## config.mk

```make
export PLATFORM = sky130hd
export DESIGN_NAME = blit_engine
export DESIGN_NICKNAME = d
export VERILOG_FILES = /design/src/rtl/blit_pkg.sv /design/src/rtl/blit_rop_decode.sv /design/src/rtl/blit_rop_alu.sv /design/src/rtl/blit_addr_gen.sv /design/src/rtl/blit_engine.sv
export SDC_FILE = /design/constraint.sdc
export NUM_CORES = 1
export LEC_CHECK = 0
export BUFFER_PORTS_ARGS = -buffer_cell sky130_fd_sc_hd__buf_2
export CAP_MARGIN = 40
export CORE_MARGIN = 3
export CORE_UTILIZATION = 59
export CTS_CLUSTER_DIAMETER = 150
export DETAILED_ROUTE_END_ITERATION = 12
export GPL_TIMING_DRIVEN = 1
export PLACE_DENSITY = 0.82
export SYNTH_ARGS = -nofsm -noshare
export SYNTH_HDL_FRONTEND = slang
export SYNTH_SLANG_ARGS = --single-unit
```

## constraint.sdc

```tcl
create_clock -name clk -period 5.25 [get_ports clk]
set_input_delay 0.525 -clock clk [delete_from_list [all_inputs] [get_ports clk]]
set_output_delay 0.525 -clock clk [all_outputs]
set_load 0.01 [all_outputs]
```

## src/rtl/blit_pkg.sv

```systemverilog
// Shared definitions for the block copy engine: controller states and
// the truth-table encoding of the raster operations.
// Assumes two-operand operations on bytes; the truth table is indexed by {src_bit, dst_bit}.
package blit_pkg;
    localparam int TT_W = 4;

    typedef enum logic [1:0] {
        ST_IDLE,
        ST_RD_SRC,
        ST_RD_DST,
        ST_WRITE
    } blit_state_t;

    // Truth table that reproduces the destination bit: the "keep" operation.
    localparam logic [TT_W-1:0] TT_KEEP = 4'b1010;
endpackage

```

## src/rtl/blit_rop_decode.sv

```systemverilog
// Maps an 8-bit raster-operation code to a 4-entry truth table.
// Assumes nothing about the code: unknown codes decode to the keep-destination table.
module blit_rop_decode
    import blit_pkg::*;
(
    input  logic [7:0]      code,
    output logic [TT_W-1:0] tt,
    output logic            keep
);
    // Code lookup; bit index {s,d}: 3=(1,1) 2=(1,0) 1=(0,1) 0=(0,0).
    always_comb begin
        case (code)
            8'h00:   tt = 4'b0000;
            8'h05:   tt = 4'b1000;
            8'h09:   tt = 4'b0100;
            8'h0B:   tt = 4'b0101;
            8'h0D:   tt = 4'b1100;
            8'h0E:   tt = 4'b1111;
            8'h50:   tt = 4'b0010;
            8'h59:   tt = 4'b0110;
            8'h6D:   tt = 4'b1110;
            8'h90:   tt = 4'b0111;
            8'h95:   tt = 4'b1001;
            8'hAD:   tt = 4'b1101;
            8'hD0:   tt = 4'b0011;
            8'hD6:   tt = 4'b1011;
            8'hDA:   tt = 4'b0001;
            default: tt = TT_KEEP;
        endcase
    end

    // The keep table needs no memory traffic at all.
    assign keep = (tt == TT_KEEP);
endmodule

```

## src/rtl/blit_rop_alu.sv

```systemverilog
// Bitwise two-operand function: each result bit selects a truth-table
// entry with its source and destination bits.
// Assumes the truth table is stable while the result is used.
module blit_rop_alu
    import blit_pkg::*;
#(
    parameter int DW = 8
) (
    input  logic [TT_W-1:0] tt,
    input  logic [DW-1:0]   src,
    input  logic [DW-1:0]   dst,
    output logic [DW-1:0]   result
);
    // One 4:1 selector per data bit.
    for (genvar i = 0; i < DW; i++) begin : g_bit
        assign result[i] = tt[{src[i], dst[i]}];
    end
endmodule

```

## src/rtl/blit_addr_gen.sv

```systemverilog
// Rectangle walker: holds the row bases and the column/row counters, and
// produces the current source and destination byte addresses.
// Assumes width and height are nonzero when load is raised.
// Arithmetic wraps modulo 2^AW.
module blit_addr_gen #(
    parameter int AW = 16,
    parameter int LW = 12
) (
    input  logic          clk,
    input  logic          rst_n,
    input  logic          load,
    input  logic          step,
    input  logic [AW-1:0] src_base,
    input  logic [AW-1:0] dst_base,
    input  logic [LW-1:0] width,
    input  logic [LW-1:0] height,
    input  logic [AW-1:0] src_pitch,
    input  logic [AW-1:0] dst_pitch,
    input  logic          backward,
    output logic [AW-1:0] src_addr,
    output logic [AW-1:0] dst_addr,
    output logic          last
);
    localparam logic [LW-1:0] ONE = LW'(1);

    logic [AW-1:0] src_row, dst_row, sp_q, dp_q;
    logic [LW-1:0] col, row, w_q, h_q;
    logic          bwd_q;
    logic          row_end;
    logic [AW-1:0] col_off;

    assign row_end = (col == w_q - ONE);
    assign last    = row_end && (row == h_q - ONE);
    assign col_off = AW'(col);

    // Byte address: row base moved by the column, in the chosen direction.
    assign src_addr = bwd_q ? src_row - col_off : src_row + col_off;
    assign dst_addr = bwd_q ? dst_row - col_off : dst_row + col_off;

    // Capture the rectangle at load, then advance one byte per step.
    always_ff @(posedge clk) begin
        if (!rst_n) begin
            src_row <= '0;
            dst_row <= '0;
            sp_q    <= '0;
            dp_q    <= '0;
            col     <= '0;
            row     <= '0;
            w_q     <= '0;
            h_q     <= '0;
            bwd_q   <= 1'b0;
        end else if (load) begin
            src_row <= src_base;
            dst_row <= dst_base;
            sp_q    <= src_pitch;
            dp_q    <= dst_pitch;
            col     <= '0;
            row     <= '0;
            w_q     <= width;
            h_q     <= height;
            bwd_q   <= backward;
        end else if (step) begin
            if (row_end) begin
                col     <= '0;
                row     <= row + ONE;
                src_row <= bwd_q ? src_row - sp_q : src_row + sp_q;
                dst_row <= bwd_q ? dst_row - dp_q : dst_row + dp_q;
            end else begin
                col <= col + ONE;
            end
        end
    end
endmodule

```

## src/rtl/blit_engine.sv

```systemverilog
// Top of the block copy engine. The controller runs three accesses per byte:
// a source read, a destination read, then a combined write.
// Assumes the memory returns read data exactly one cycle after the request.
module blit_engine
    import blit_pkg::*;
#(
    parameter int AW = 16,
    parameter int LW = 12,
    parameter int DW = 8
) (
    input  logic          clk,
    input  logic          rst_n,
    input  logic          start,
    input  logic [AW-1:0] src_base,
    input  logic [AW-1:0] dst_base,
    input  logic [LW-1:0] width,
    input  logic [LW-1:0] height,
    input  logic [AW-1:0] src_pitch,
    input  logic [AW-1:0] dst_pitch,
    input  logic          backward,
    input  logic [7:0]    rop_code,
    output logic          busy,
    output logic          done,
    output logic          mem_req,
    output logic          mem_we,
    output logic [AW-1:0] mem_addr,
    output logic [DW-1:0] mem_wdata,
    input  logic [DW-1:0] mem_rdata
);
    blit_state_t     state;
    logic [TT_W-1:0] tt_in, tt_q;
    logic            keep_in;
    logic [DW-1:0]   src_q;
    logic            accept, reject, last;
    logic [AW-1:0]   src_addr, dst_addr;

    blit_rop_decode u_dec (
        .code (rop_code),
        .tt   (tt_in),
        .keep (keep_in)
    );

    blit_rop_alu #(.DW(DW)) u_alu (
        .tt     (tt_q),
        .src    (src_q),
        .dst    (mem_rdata),
        .result (mem_wdata)
    );

    blit_addr_gen #(.AW(AW), .LW(LW)) u_addr (
        .clk       (clk),
        .rst_n     (rst_n),
        .load      (accept),
        .step      (state == ST_WRITE),
        .src_base  (src_base),
        .dst_base  (dst_base),
        .width     (width),
        .height    (height),
        .src_pitch (src_pitch),
        .dst_pitch (dst_pitch),
        .backward  (backward),
        .src_addr  (src_addr),
        .dst_addr  (dst_addr),
        .last      (last)
    );

    // Start qualification: a keep operation or an empty rectangle finishes at once.
    assign reject = keep_in || (width == '0) || (height == '0);
    assign accept = (state == ST_IDLE) && start && !reject;

    // Memory port drive, decoded from the controller state.
    assign busy     = (state != ST_IDLE);
    assign mem_req  = busy;
    assign mem_we   = (state == ST_WRITE);
    assign mem_addr = (state == ST_RD_SRC) ? src_addr : dst_addr;

    // Controller sequencing and the done pulse.
    always_ff @(posedge clk) begin
        if (!rst_n) begin
            state <= ST_IDLE;
            done  <= 1'b0;
            tt_q  <= TT_KEEP;
            src_q <= '0;
        end else begin
            done <= 1'b0;
            case (state)
                ST_IDLE: begin
                    if (start && reject) begin
                        done <= 1'b1;
                    end else if (start) begin
                        tt_q  <= tt_in;
                        state <= ST_RD_SRC;
                    end
                end
                ST_RD_SRC: state <= ST_RD_DST;
                ST_RD_DST: begin
                    src_q <= mem_rdata;
                    state <= ST_WRITE;
                end
                ST_WRITE: begin
                    if (last) begin
                        state <= ST_IDLE;
                        done  <= 1'b1;
                    end else begin
                        state <= ST_RD_SRC;
                    end
                end
                default: state <= ST_IDLE;
            endcase
        end
    end
endmodule

```

Word level (Yosys, flattened, before mapping)
Cells that the tools add are included.
Word-level totals
  register bits after elaboration: 128
  bits in latches: 0
  bits in writable memories: 0
  memory bits (read-only): 0
  input bits: 108
  output and inout port bits: 28
  logic and storage cells: 112
  memories: 0
Operators by class
  add/sub/neg operators: 12
  multipliers: 0
  divide/modulo/power cells: 0
  order comparisons: 8
  eq/ne operators: 22
  shift-type cells: 0
  multiplexer cells: 36
  bitwise gates (word level): 2
  reduce and logical (&&, ||, !) cells: 19
Operators with widths (count)
  2-to-1 mux 16 bit: 11
  case mux 4 bit (15 select lines): 1
  == test 8 bit (second input constant): 6
  adder 16 x 12 -> 16 bit: 2
  adder 16 bit: 2
  == test 8 x 4 -> 1 bit (second input constant): 4
  subtractor 16 x 12 -> 16 bit: 2
  subtractor 16 bit: 2
  adder 12 x 1 -> 12 bit (second input constant): 2
  == test 12 bit: 2
  == test 8 x 7 -> 1 bit (second input constant): 3
  zero test 12 bit: 2
  less-than comparator 2 x 3 -> 1 bit (second input constant): 8
  subtractor 12 x 1 -> 12 bit (second input constant): 2
  binary-select mux 1 bit (select 2 bit): 8
  2-to-1 mux 12 bit: 1
  2-to-1 mux 1 bit: 11
  == test 8 x 3 -> 1 bit (second input constant): 1
  zero test 8 bit: 1
  case mux 2 bit (4 select lines): 1
  AND reduction 2 bit: 3
  nonzero test 2 bit: 3
  == test 2 bit (second input constant): 2
  == test 4 bit (second input constant): 1
  other kinds (11): 18

Longest topological paths before layout
Gate-level depths: netlist of run 1.
  depth in word-level cells: 9
  gate-level depth with buffers: 15
  gate-level depth less buffers: 14

Hierarchy
Synthesis of run 1 repeated with hierarchy kept, for this count alone.
Unflattened totals
  cell total of the unflattened synthesis: 1255
  area total of the unflattened synthesis: 10671.5 sq um
By module, submodules not included
  blit_addr_gen: instances 1, cells an instance 1087, area an instance 9091.2 sq um, sequential area each 2262.2 sq um
  blit_engine: instances 1, cells an instance 97, area an instance 957.2 sq um, sequential area each 300.3 sq um
  blit_rop_decode: instances 1, cells an instance 63, area an instance 442.9 sq um, sequential area each 0.0 sq um
  blit_rop_alu: instances 1, cells an instance 8, area an instance 180.2 sq um, sequential area each 0.0 sq um

Least setup slack after synthesis of run 1
OpenSTA, ideal clock, no wires.
  path kind: flip-flop to output port
  start point: register state[1]
  end point: output mem_addr[15]
  arrival time: 3.629 ns
  data required time: 4.725 ns
  path slack: 1.096 ns
  stages on the path, launching flop included: 13
  path buffers: 2
  cell sequence: dfxtp_1 -> inv_1 -> ha_1 -> clkbuf_1 -> buf_1 -> mux2_2 -> ha_1 -> a2111oi_0 -> inv_1 -> o2111ai_1 -> a311oi_1 -> or4_1 -> o311a_1
Between the ends
  longest elaborated chain between the ends: 2
Ends and longest elaborated chain
  start: declaration: line blit_engine.sv:30  | blit_state_t state;
  start signal: assignment: line blit_engine.sv:80  | state <= ST_IDLE;
  start signal: assignment: line blit_engine.sv:92  | state <= ST_RD_SRC;
  start signal: assignment: line blit_engine.sv:95  | ST_RD_SRC: state <= ST_RD_DST;
  == test 2 x 1 -> 1 bit: line blit_engine.sv:75  | assign mem_addr = (state == ST_RD_SRC) ? src_addr : dst_addr;
  2-to-1 mux 16 bit: line blit_engine.sv:75
  end: declaration: line blit_engine.sv:26  | output logic [AW-1:0] mem_addr,
Every way passes these cells.

Worst setup path in the final report of run 1
Same ends and word-level chain as after synthesis.

==> metrics.md, run 1 <==
| Metric | Value |
|---|---|
| Max Cap Viol | `0` |
| CP Launch Type | `flop` |
| Fmax | `226 MHz` |
| DRT Pass-1 Iters | `7` |
| End of the worst hold path | `u_addr.src_row[11]$_SDFFE_PN0P_` |
| Leak | `4.47 nW` |
| Synth area leaders | `dfxtp_1 26%, ha_1 7.3%, mux2i_1 6.9%` |
| Crit-path max cell delay | `0.43 ns` |
| Hold Path Class | `input pin to flop` |
| Final #Nets | `1,487` |
| WP data arrival | `3.91 ns` |
| Sink Count | `128` |
| First-pass GRT wire length | `43,200 µm` |
| Worst Path Max Fanout | `13` |
| Worst clock skew | `0.00967 ns` |
| DR WL/cell | `17.4 µm` |
| H-tree levels | `4` |
| Worst-path clk slew | `0.06 ns` |
| FF-to-FF setup slack | `around 1.4 ns` |
| Via Count | `9,496` |
| Hold path startpoint | `src_base[11]` |
| Rel. slew slack | `36.6%` |
| Largest net degree at the start of global routing | `81` |
| Die height | `between 100 and 150 µm` |
| Power Internal | `between 2 and 2.5 mW` |
| Vias/cell | `a little over 6` |
| Post-synth top cells | `162 x nor2_1, 128 x dfxtp_1, 86 x nand2_1, 73 x xnor2_1, 68 x mux2i_1` |
| Clock Latency Late Sink | `0.42 ns` |
| RSZ-0062 raised after global routing | `no` |
| Final min period | `4.43 ns` |
| Worst Tran Pin Value | `0.951 ns` |
| Tcrit/Tclk final | `84.4%` |
| Main synth FF type | `dfxtp_1` |
| Final Max Tran Viols | `0` |
| Worst r2r path cells | `10` |
| Starting Density | `61.2%` |
| Reg power frac | `30.3%` |
| Longest Clk Path Bufs | `2` |
| Yosys top cell area share | `26.1%` |
| GPL Wtd Cong | `0.969` |
| Most common cell in the netlist | `nor2_1` |
| TritonCTS clock tree | `yes` |
| I/O Pins | `~140` |
| Syn avg cell area | `8.06 µm²` |
| Finished Layout Cells | `1,547` |
| WHS Path Cells | `3` |
| Vias in the first global route | `8,657` |
| Inst Count DP | `1,515` |
| Die width | `135 µm` |
| Synth cell types | `79` |
| Core ar. | `16,100 µm²` |
| 1st-iter DRT viols | `902` |
| Synthesized area | `between 9000 and 10,000 µm²` |
| Switching part of the total | `between 30% and 40%` |
| Ant diodes | `0` |
| Final WL | `26,900 µm` |
| Row count | `46` |
| Post-detail-place hpwl | `19,800 µm` |
| Outcome | `finished, final reports clean` |
| CP cell instances | `inv_1 > ha_1 > buf_4 > mux2_2 > ha_1 > nor2b_1 > o2111ai_1 > nand3_1 > o2111ai_1 > a311oi_1 > or4_1 > o311a_1 > buf_2` |
| Setup TNS | `0 ns` |
| EDFF count, synth | `0` |
| Layout cells sized above 1 | `roughly 16%` |
| PortBufs | `135` |
| Overflow after GRT | `0` |
| Total track usage | `about 30%` |
| Syn_nets | `~1.4k` |
| Register area share after synthesis | `26.1%` |
| Cts hold-fix bufs | `0` |
| Endpoints failing setup | `0` |
| Final Hold Viols | `0` |
| CP Class | `flop to primary output` |
| Crit end category | `primary output` |
| Detail Route Antenna Nets | `0` |
| Synth warn | `0` |
| DRC viols | `0` |
| P&R area growth vs syn | `14.7%` |
| Yosys reg bits | `128` |
| Root buf cell | `clkbuf_16` |
| Met3 Wirelength | `1930 µm` |
| Top layer in use | `met4` |
| Most area-hungry cell type in the Yosys netlist | `dfxtp_1` |
| Setup Fix Bufs, Post-CTS | `0` |
| RR Startpoint | `u_addr.bwd_q$_SDFFE_PN0P_` |
| FILL cells | `1,248` |
| Initial antenna violation count | `0` |
| NetSw | `1.08 mW` |
| Critical Path RT | `4.72 ns` |
| Reg2reg end | `u_addr.src_row[15]$_SDFFE_PN0P_` |
| Clock Power Share | `about two fifths` |
| # resized after CTS | `0` |
| Power Density | `301 nW/µm²` |
| Syn Inst Count | `roughly 1.2k` |
| Met2 wire len | `about 12,000 µm` |
| Comb pwr share | `between 30 and 40%` |
| Ys async rst share | `0%` |
| WL met1 | `11,900 µm` |
| Total die area | `18,200 µm²` |
| VDD IR max | `241 µV` |
| Max stage delay cell, worst path | `or4_1` |
| CTS buffer count | `17` |
==> sequential cells by signal (all words and copies together) (netlist names), 2 cells and up <==
signal          count
u_addr.dp_q        16
u_addr.dst_row     16
src_q               8
tt_q                4
u_addr.h_q         12
u_addr.col         12
u_addr.w_q         12
state               2
u_addr.src_row     16
u_addr.row         12
u_addr.sp_q        16
==> worst max-delay path: cells and delay by family (launching register included) <==
kind / cells / cell delay (ns)
compound gates: 4 / 0.82
fa+ha+maj: 2 / 0.65
buf+inv: 3 / 0.54
flops: 1 / 0.35
mux: 1 / 0.37
simple gates: 3 / 0.75
==> area by class of cell <==
cell class              count  area (µm²)  area share [%]
flip-flops and latches    128        2560            22.7
clock buffers              18         429            3.81
inverters                  47         176            1.57
repair buffers            146         785            6.96
well taps                 216         270            2.40
clock inverters            13         213            1.89
multi-input cells         979        6830            60.6
==> layout by cell type (no fill, tap or decap), drive strengths merged, types with 11 or more instances in the layout <==
cell type and count:
clkbuf 19, o211ai 28, buf 145, o31ai 14, nand2 87, xor2 37
a211oi 11, o21ai 35, nor2 163, mux2 15, a31oi 15, nand3 31
mux2i 68, nor3 43, xnor2 73, ha 57, or4 14, inv 48
a21oi 61, dfxtp 128, o21a 12, and3 12, or3 19, nor4 26
nand2b 14, nand4 31
==> cells by family (layout without fill, tap and decap cells) <==
kind of cell	Yosys count	in the layout	synth area share [%]
AO/OA/AOI/OAI	247	247	17.6
buffers and inverters	112	224	4.62
flip-flops	128	128	26.1
AND/OR/NAND/NOR	471	471	23.5
XOR/XNOR	110	110	9.81
adder cells (fa/ha/maj)	60	60	7.87
multiplexers	91	91	10.5
==> power by group through the flow <==
stage | Clock [mW] | Combinational [mW] | Sequential (mW)
after detailed placement | 0 | 1.02 | 1.05
after global routing | 1.36 | 1.15 | 1.03
after CTS | 1.31 | 1.04 | 1.03
after floorplan | 0 | 0.771 | 1.04
after global placement | 0 | 1.01 | 1.05
final | 1.31 | 1.05 | 1.03
==> metal layers <==
layer  up-vias  track usage [%]
li1       4661                -
met1      4423             40.7
met2       363             46.7
met3        49             4.84
met4         0             8.90
met5         -                0
==> metrics by stage <==
step / util, % / area (µm²) / hold slack (ns) / worst slack (ns) / power, mW
finish: 70.2 / 11300 / 0.320 / 0.817 / 3.39
global route: 70.2 / 11300 / 0.325 / 0.640 / 3.54
CTS: 70.1 / 11300 / 0.314 / 0.641 / 3.37
detailed placement: 66.2 / 10600 / 0.495 / 1.11 / 2.07
global placement: 65.8 / 10600 / 0.484 / 1.16 / 2.05
floorplan: - / 9820 / 0.458 / 1.10 / 1.81
==> how the worst max path moves through the flow <==
stage                                     from            to  slack [ns]  depth (start not counted)
finish                   state[1]$_SDFFE_PN0P_  mem_addr[15]        0.82                         13
detailed placement  u_addr.col[0]$_SDFFE_PP0P_  mem_addr[15]        1.11                         11
CTS                 u_addr.col[0]$_SDFFE_PP0P_  mem_addr[15]        0.64                         11
global route             state[1]$_SDFFE_PN0P_  mem_addr[15]        0.64                         13
floorplan                state[1]$_SDFFE_PN0P_  mem_addr[15]        1.10                         12
global placement    u_addr.col[0]$_SDFFE_PP0P_  mem_addr[15]        1.16                         11
Power figures use the tool's default switching activity.
==> run 2: changes to the inputs <==
--- a/config.mk
+++ b/config.mk
@@ -8,11 +8,11 @@
 export BUFFER_PORTS_ARGS = -buffer_cell sky130_fd_sc_hd__buf_2
 export CAP_MARGIN = 40
 export CORE_MARGIN = 3
-export CORE_UTILIZATION = 59
+export CORE_UTILIZATION = 53
 export CTS_CLUSTER_DIAMETER = 150
 export DETAILED_ROUTE_END_ITERATION = 12
 export GPL_TIMING_DRIVEN = 1
-export PLACE_DENSITY = 0.82
+export PLACE_DENSITY = 0.77
 export SYNTH_ARGS = -nofsm -noshare
 export SYNTH_HDL_FRONTEND = slang
 export SYNTH_SLANG_ARGS = --single-unit
==> constraint.sdc (replaced) <==
create_clock -name clk -period 3.5 [get_ports clk]
set_input_delay 0.35 -clock clk [delete_from_list [all_inputs] [get_ports clk]]
set_output_delay 0.35 -clock clk [all_outputs]
set_load 0.01 [all_outputs]
==> metrics.md, run 2 (synthesized netlist as in run 1, its figures left out) <==
| Metric | Value |
|---|---|
| First-pass GRT wire length | `44,400 µm (+2.7%)` |
| Sink Count | `128 (unchanged)` |
| Overflow after GRT | `0 (unchanged)` |
| VDD IR max | `342 µV (+42%)` |
| Most frequent cells in the layout | `155 x nor2_1, 135 x buf_2, 121 x dfxtp_1, 84 x nand2_1, 72 x xnor2_1` |
| Crit end category | `primary output` |
| I/O Pins | `136 (unchanged)` |
| PortBufs | `135 (unchanged)` |
| Inst Count DP | `1,563 (+3.2%)` |
| Final #Nets | `1,535 (+3.2%)` |
| Tcrit/Tclk final | `105%` |
| Total track usage | `27.0% (-2.2 points)` |
| Worst Tran Pin Value | `0.824 ns (-0.127 ns)` |
| FILL cells | `1,475 (+18%)` |
| Detail Route Antenna Nets | `0 (unchanged)` |
| H-tree levels | `4 (unchanged)` |
| Worst Path Max Fanout | `3 (-10)` |
| Hold Path Class | `input pin to flop` |
| Row count | `49 (+6.5%)` |
| Power Density | `435 nW/µm² (+45%)` |
| Vias in the first global route | `9,005 (+4.0%)` |
| WL met1 | `12,300 µm (+2.9%)` |
| P&R area growth vs syn | `21.0%` |
| Die width | `142 µm (+5.3%)` |
| Worst slack, placed | `0.0754 ns (-1.04 ns)` |
| Worst clock skew | `0.00830 ns (-0.00137 ns)` |
| CTS buffer count | `17 (unchanged)` |
| Storage element area | `2570 µm² (+0.34%)` |
| TritonCTS clock tree | `yes` |
| WHS Path Cells | `3 (unchanged)` |
| Final Power | `5.17 mW (+53%)` |
| CP cell instances | `or4_4 > nor4_4 > buf_4 > nor2_2 > xnor2_2 > ha_1 > and2_4 > a22oi_2 > a311oi_2 > or4_1 > o311a_1 > buf_2` |
| CP Class | `flop to primary output` |
| Starting Density | `54.3% (-6.9 points)` |
| Crit-path max cell delay | `0.58 ns (+0.15 ns)` |
| Post-detail-place hpwl | `20,800 µm (+4.8%)` |
| Final WL | `28,200 µm (+5.0%)` |
| Met3 Wirelength | `1950 µm (+0.93%)` |
| Final Max Tran Viols | `0 (unchanged)` |
| Finished Layout Cells | `1,609 (+4.0%)` |
| FF-to-FF setup slack | `0.10 ns (-1.34 ns)` |
| Multi-input logic area | `7050 µm² (+3.2%)` |
| GPL Wtd Cong | `0.947 (-2.3%)` |
| CP Launch Type | `flop` |
| WP data arrival | `3.31 ns (-0.60 ns)` |
| Die height | `142 µm (+5.3%)` |
| 1st-iter DRT viols | `723 (-20%)` |
| Final min period | `roughly 3.7 ns` |
| Top delay family on crit path | `simple AND/OR/NAND/NOR gates` |
| Longest Clk Path Bufs | `2 (unchanged)` |
| Final hold slack | `0.140 ns (-0.180 ns)` |
| Top layer in use | `met4` |
| Ant diodes | `0 (unchanged)` |
| Commonest non-fill, non-tap cell in the layout | `nor2_1` |
| Initial antenna violation count | `0 (unchanged)` |
| Met2 wire len | `13,300 µm (+6.3%)` |
| Largest net degree at the start of global routing | `84 (+3.7%)` |
| Final Hold Viols | `0 (unchanged)` |
| Clock Latency Late Sink | `0.42 ns (about the same)` |
| Total die area | `20,200 µm² (+11%)` |
| Fmax | `roughly 270 MHz` |
| Via Count | `9,747 (+2.6%)` |
| Outcome | `finished with violations` |
| Vias/cell | `6.06 (-1.3%)` |
| Worst r2r path cells | `9 (-1)` |
| Max Cap Viol | `0 (unchanged)` |
| Cts hold-fix bufs | `0 (unchanged)` |
| Worst-path clk slew | `0.06 ns (about the same)` |
| RSZ-0062 raised after global routing | `yes` |
| DRT Pass-1 Iters | `5 (-2)` |
| Violated checks | `negative setup slack` |
| DRC viols | `0 (unchanged)` |
| Max stage delay cell, worst path | `or4_4` |
| Finished Core Util | `65.7% (-4.5 points)` |
| Layout cells sized above 1 | `23.0% (+6.6 points)` |
| Critical Path RT | `3.15 ns (-1.57 ns)` |
| Leak | `4.76 nW (+6.4%)` |
| DR WL/cell | `17.5 µm (+0.91%)` |
| Endpoints failing setup | `2 (+2)` |
| WP depth | `12 (-1)` |
| Root buf cell | `clkbuf_16` |
| Rel. slew slack | `44.6% (+8.0 points)` |
| Core ar. | `18,100 µm² (+13%)` |
| Worst Path Buf+Inv | `2 (-1)` |
| Fin worst setup slack | `-0.163 ns (-0.980 ns)` |
==> run 2: cell types whose count changed in the layout (fill, tap and decap cells not counted), sizes merged <==
| cell | previous run | this run |
|---|---|---|
| buf | 145 | 194 |
| bufinv | 5 | 3 |
| clkinv | 7 | 5 |
| clkinvlp | 0 | 3 |
| inv | 48 | 49 |
==> run 2: final cells by class <==
type                    count  share of cell area, %
clock buffers              19                   3.81
inverters                  47                   1.48
clock inverters            13                   1.34
flip-flops and latches    128                   21.6
well taps                 229                   2.41
multi-input cells         979                   59.3
repair buffers            194                   9.99
==> run 2: through the flow <==
stage / TNS (ns) / instance area, µm²
after floorplan: 0 / 9830
after global placement: 0 / 10900
after detailed placement: 0 / 10900
after CTS: -0.189 / 11800
after global routing: -0.900 / 11900
final: -0.246 / 11900
==> run 2: path summary, 6_finish.rpt <==
check | startpoint | endpoint
setup / recovery | u_addr.col[0]$_SDFFE_PP0P_ | mem_addr[15]
setup reg to reg | u_addr.w_q[0]$_SDFFE_PN0P_ | u_addr.row[10]$_SDFFE_PP0P_
hold reg to reg | u_addr.row[11]$_SDFFE_PP0P_ | u_addr.row[11]$_SDFFE_PP0P_
hold / removal | src_base[6] | u_addr.src_row[6]$_SDFFE_PN0P_
==> run 2: metal layers <==
metal | vias up | global-route usage (%)
li1 | 4750 | -
met5 | - | 0
met1 | 4611 | 35.9
met2 | 330 | 44.2
met4 | 0 | 9.24
met3 | 56 | 4.94
==> run 2: worst register-to-register path: stages (launching register included) <==
cell and delay, ns:
dfxtp_1 0.36, inv_1 0.11, ha_1 0.34, or4b_1 0.66, o31ai_4 0.28, o311ai_1 0.14, a21boi_2 0.30, o211ai_2 0.30
or4_1 0.63, mux2i_1 0.20
==> run 2: what timing repair did <==
item                                    CTS  global route
resized for setup                        33            28
pin swaps                                13             5
endpoints found under the hold margin     0             0
setup buffers                            10             5
endpoints found under the setup margin    6            11
==> run 2: power by group <==
part,internal [mW],switching [mW]
registers,1.50,0.0447
clock network,1.16,0.696
logic,0.850,0.921
total,3.50,1.66
==> run 3: changes to the inputs <==
--- a/config.mk
+++ b/config.mk
@@ -8,11 +8,12 @@
 export BUFFER_PORTS_ARGS = -buffer_cell sky130_fd_sc_hd__buf_2
 export CAP_MARGIN = 40
 export CORE_MARGIN = 3
-export CORE_UTILIZATION = 53
+export CORE_UTILIZATION = 54
 export CTS_CLUSTER_DIAMETER = 150
 export DETAILED_ROUTE_END_ITERATION = 12
 export GPL_TIMING_DRIVEN = 1
-export PLACE_DENSITY = 0.77
+export PLACE_DENSITY = 0.78
 export SYNTH_ARGS = -nofsm -noshare
 export SYNTH_HDL_FRONTEND = slang
+export SYNTH_HIERARCHICAL = 1
 export SYNTH_SLANG_ARGS = --single-unit
==> metrics.md, run 3 <==
| Metric | Value |
|---|---|
| Yosys reg bits | `128 (unchanged)` |
| CP Class | `flop to primary output` |
| CP Launch Type | `flop` |
| Post-synth top cells | `128 x dfxtp_1, 103 x nor2_1, 97 x xnor2_1, 80 x mux2i_1, 79 x nor2b_1` |
| Fmax | `241 MHz (-12%)` |
| Layout cells sized above 1 | `26.1% (+3.1 points)` |
| Sink Count | `128 (unchanged)` |
| Worst Tran Pin Value | `0.915 ns (+0.0916 ns)` |
| Tcrit/Tclk final | `119% (+14 points)` |
| Commonest non-fill, non-tap cell in the layout | `buf_2` |
| Most frequent cells in the layout | `126 x buf_2, 125 x dfxtp_1, 100 x nor2_1, 92 x buf_4, 89 x xnor2_1` |
| VDD IR max | `350 µV (+2.4%)` |
| PortBufs | `135 (unchanged)` |
| Detail Route Antenna Nets | `0 (unchanged)` |
| Worst slack, placed | `-0.324 ns (-0.400 ns)` |
| Main synth FF type | `dfxtp_1` |
| Fin worst setup slack | `-0.649 ns (-0.486 ns)` |
| DR WL/cell | `17.0 µm (-2.8%)` |
| P&R area growth vs syn | `23.8%` |
| Power Density | `421 nW/µm² (-3.2%)` |
| GPL Wtd Cong | `0.907 (-4.2%)` |
| Worst Path Max Fanout | `4 (+1)` |
| Synth cell types | `90 (+14%)` |
| Crit end category | `primary output` |
| Overflow after GRT | `0 (unchanged)` |
| Final Hold Viols | `0 (unchanged)` |
| Placed instance area | `12,200 µm² (+11%)` |
| Via Count | `9,960 (+2.2%)` |
| Final min period | `4.15 ns (+0.486 ns)` |
| Clock Latency Late Sink | `0.42 ns (about the same)` |
| Setup TNS | `-3.75 ns (-3.50 ns)` |
| Ys async rst share | `0% (unchanged)` |
| EDFF count, synth | `0 (unchanged)` |
| Syn avg cell area | `8.50 µm² (+5.5%)` |
| Cts hold-fix bufs | `0 (unchanged)` |
| Final #Nets | `1,610 (+4.9%)` |
| CTS buffer count | `17 (unchanged)` |
| Largest net degree at the start of global routing | `78 (-7.1%)` |
| Yosys top cell area share | `24.0% (-2.1 points)` |
| Critical Path RT | `3.15 ns (about the same)` |
| Worst clock skew | `0.0146 ns (+0.00626 ns)` |
| Endpoints failing setup | `9 (+7)` |
| Total die area | `21,500 µm² (+6.4%)` |
| Synth warn | `6 (+6)` |
| DRT Pass-1 Iters | `5 (unchanged)` |
| Core ar. | `19,100 µm² (+5.5%)` |
| Synth area leaders | `dfxtp_1 24%, xnor2_1 8.0%, mux2i_1 7.5%` |
| DRC viols | `0 (unchanged)` |
| Leak | `5.45 nW (+15%)` |
| Total track usage | `26.5% (-0.51 points)` |
| First-pass GRT wire length | `47,400 µm (+6.6%)` |
| Max stage delay cell, worst path | `dfxtp_2` |
| Outcome | `finished with violations` |
| Initial antenna violation count | `1 (+1)` |
| Violated checks | `negative setup slack` |
| I/O Pins | `136 (unchanged)` |
| Max Cap Viol | `0 (unchanged)` |
| 1st-iter DRT viols | `746 (+3.2%)` |
| Syn_nets | `1,427 (+2.9%)` |
| Worst-path clk slew | `0.06 ns (about the same)` |
| RSZ-0062 raised after global routing | `yes` |
| CP cell instances | `inv_2 > ha_4 > mux2i_4 > ha_1 > nor2b_4 > o31ai_4 > a21oi_2 > maj3_2 > a2bb2o_4 > a221oi_4 > or2_1 > maj3_2 > a21oi_2 > xnor2_1 > mux2_4 > buf_6` |
| Register area share after synthesis | `24.0% (-2.1 points)` |
| Hold Path Class | `input pin to flop` |
| Syn Inst Count | `1,255 (+3.0%)` |
| Final WL | `29,200 µm (+3.4%)` |
| Die height | `147 µm (+3.1%)` |
| Vias/cell | `5.82 (-4.0%)` |
| Rel. slew slack | `39.0% (-5.6 points)` |
| Final Max Tran Viols | `0 (unchanged)` |
| H-tree levels | `4 (unchanged)` |
| Row count | `50 (+2.0%)` |
| WP data arrival | `3.80 ns (+0.49 ns)` |
| Most area-hungry cell type in the Yosys netlist | `dfxtp_1` |
| Longest Clk Path Bufs | `2 (unchanged)` |
| Root buf cell | `clkbuf_16` |
| TritonCTS clock tree | `yes` |
| Post-route cell area | `13,200 µm² (+11%)` |
| Die width | `147 µm (+3.1%)` |
| Starting Density | `55.9% (+1.6 points)` |
| Most common cell in the netlist | `dfxtp_1` |
| Vias in the first global route | `9,730 (+8.1%)` |
| Post-detail-place hpwl | `21,800 µm (+4.6%)` |
| Crit-path max cell delay | `0.34 ns (-0.24 ns)` |
| Synthesized area | `10,700 µm² (+8.7%)` |
==> run 3: cell types whose count changed in the layout (fill, tap and decap cells not counted), moves of 12 or more <==
cell	change
nor2b_1	+69
nor2_1	-55
buf_4	+40
nand2_1	-28
o211a_1	+19
nand4_1	-18
xnor2_1	+17
nor3_1	-15
o211ai_1	-15
o21ai_1	+13
or3_1	-13
and2_1	+12
==> run 3: logic make-up (layout without fill, tap and decap cells) <==
kind of cell,count (synthesis),after routing,synth area share (%)
compound gates,258,258,17.4
xor+xnor,147,147,12.3
fa+ha+maj,71,71,8.50
buf+inv,114,310,4.47
flops,128,128,24.0
mux,104,104,10.9
other cells,0,1,0
simple gates,433,433,22.4
==> run 3: per-stage QoR <==
stage | hold slack [ns] | total power, mW | utilization (%) | instances
2_1_floorplan | 0.471 | 2.99 | - | 1255
3_3_place_gp | 0.488 | 3.48 | 63.7 | 1667
3_5_place_dp | 0.503 | 3.51 | 63.7 | 1667
4_1_cts | 0.138 | 5.44 | 67.9 | 1707
5_1_grt | 0.147 | 5.84 | 69.2 | 1712
6_report | 0.153 | 5.56 | 69.2 | 1712
==> run 3: worst paths after layout <==
check	from	endpoint	slack, ns	cells past startpoint
setup / recovery	u_addr/col[0]$_SDFFE_PP0P_	mem_addr[13]	-0.65	16
hold / removal	src_base[6]	u_addr/src_row[6]$_SDFFE_PN0P_	0.15	2
setup reg to reg	u_addr/sp_q[0]$_SDFFE_PN0P_	u_addr/src_row[14]$_SDFFE_PN0P_	0.15	15
hold reg to reg	state[1]$_SDFFE_PN0P_	state[1]$_SDFFE_PN0P_	0.52	2
==> run 3: what timing repair did <==
action / in CTS / in global routing
buffers inserted: 8 / 5
pin swaps: 30 / 20
setup endpoints to repair: 11 / 16
gates resized for setup: 23 / 41
==> run 3: critical path: cells and delay by family, from the launching register on <==
kind	cells	cell delay [ns]
flops	1	0.34
mux	2	0.50
buf+inv	2	0.17
fa+ha+maj	4	1.17
xor+xnor	1	0.09
simple gates	2	0.39
compound gates	5	0.73
==> run 3: per-layer routing <==
layer	routed length [µm]	share of wire, %	track usage (%)
met1	12900	44	35.1
met2	13800	47	44.1
met3	1740	5.9	3.72
met4	739	2.5	9.64
met5	0	0	0
==> run 3: area by class of cell <==
class | count | area [µm²]
Antenna cell | 1 | 2.50
Clock buffer | 18 | 429
Clock inverter | 14 | 178
Fill cell | 1465 | 5870
Inverter | 45 | 169
Multi-Input combinational cell | 1013 | 8020
Sequential cell | 128 | 2570
Tap cell | 260 | 325
Timing Repair Buffer | 233 | 1520
==> run 3: power breakdown <==
| part | internal [mW] | switching (mW) | total, mW |
|---|---|---|---|
| Combinational | 1.11 | 1.04 | 2.15 |
| Clock | 1.13 | 0.720 | 1.85 |
| Sequential | 1.50 | 0.0583 | 1.56 |
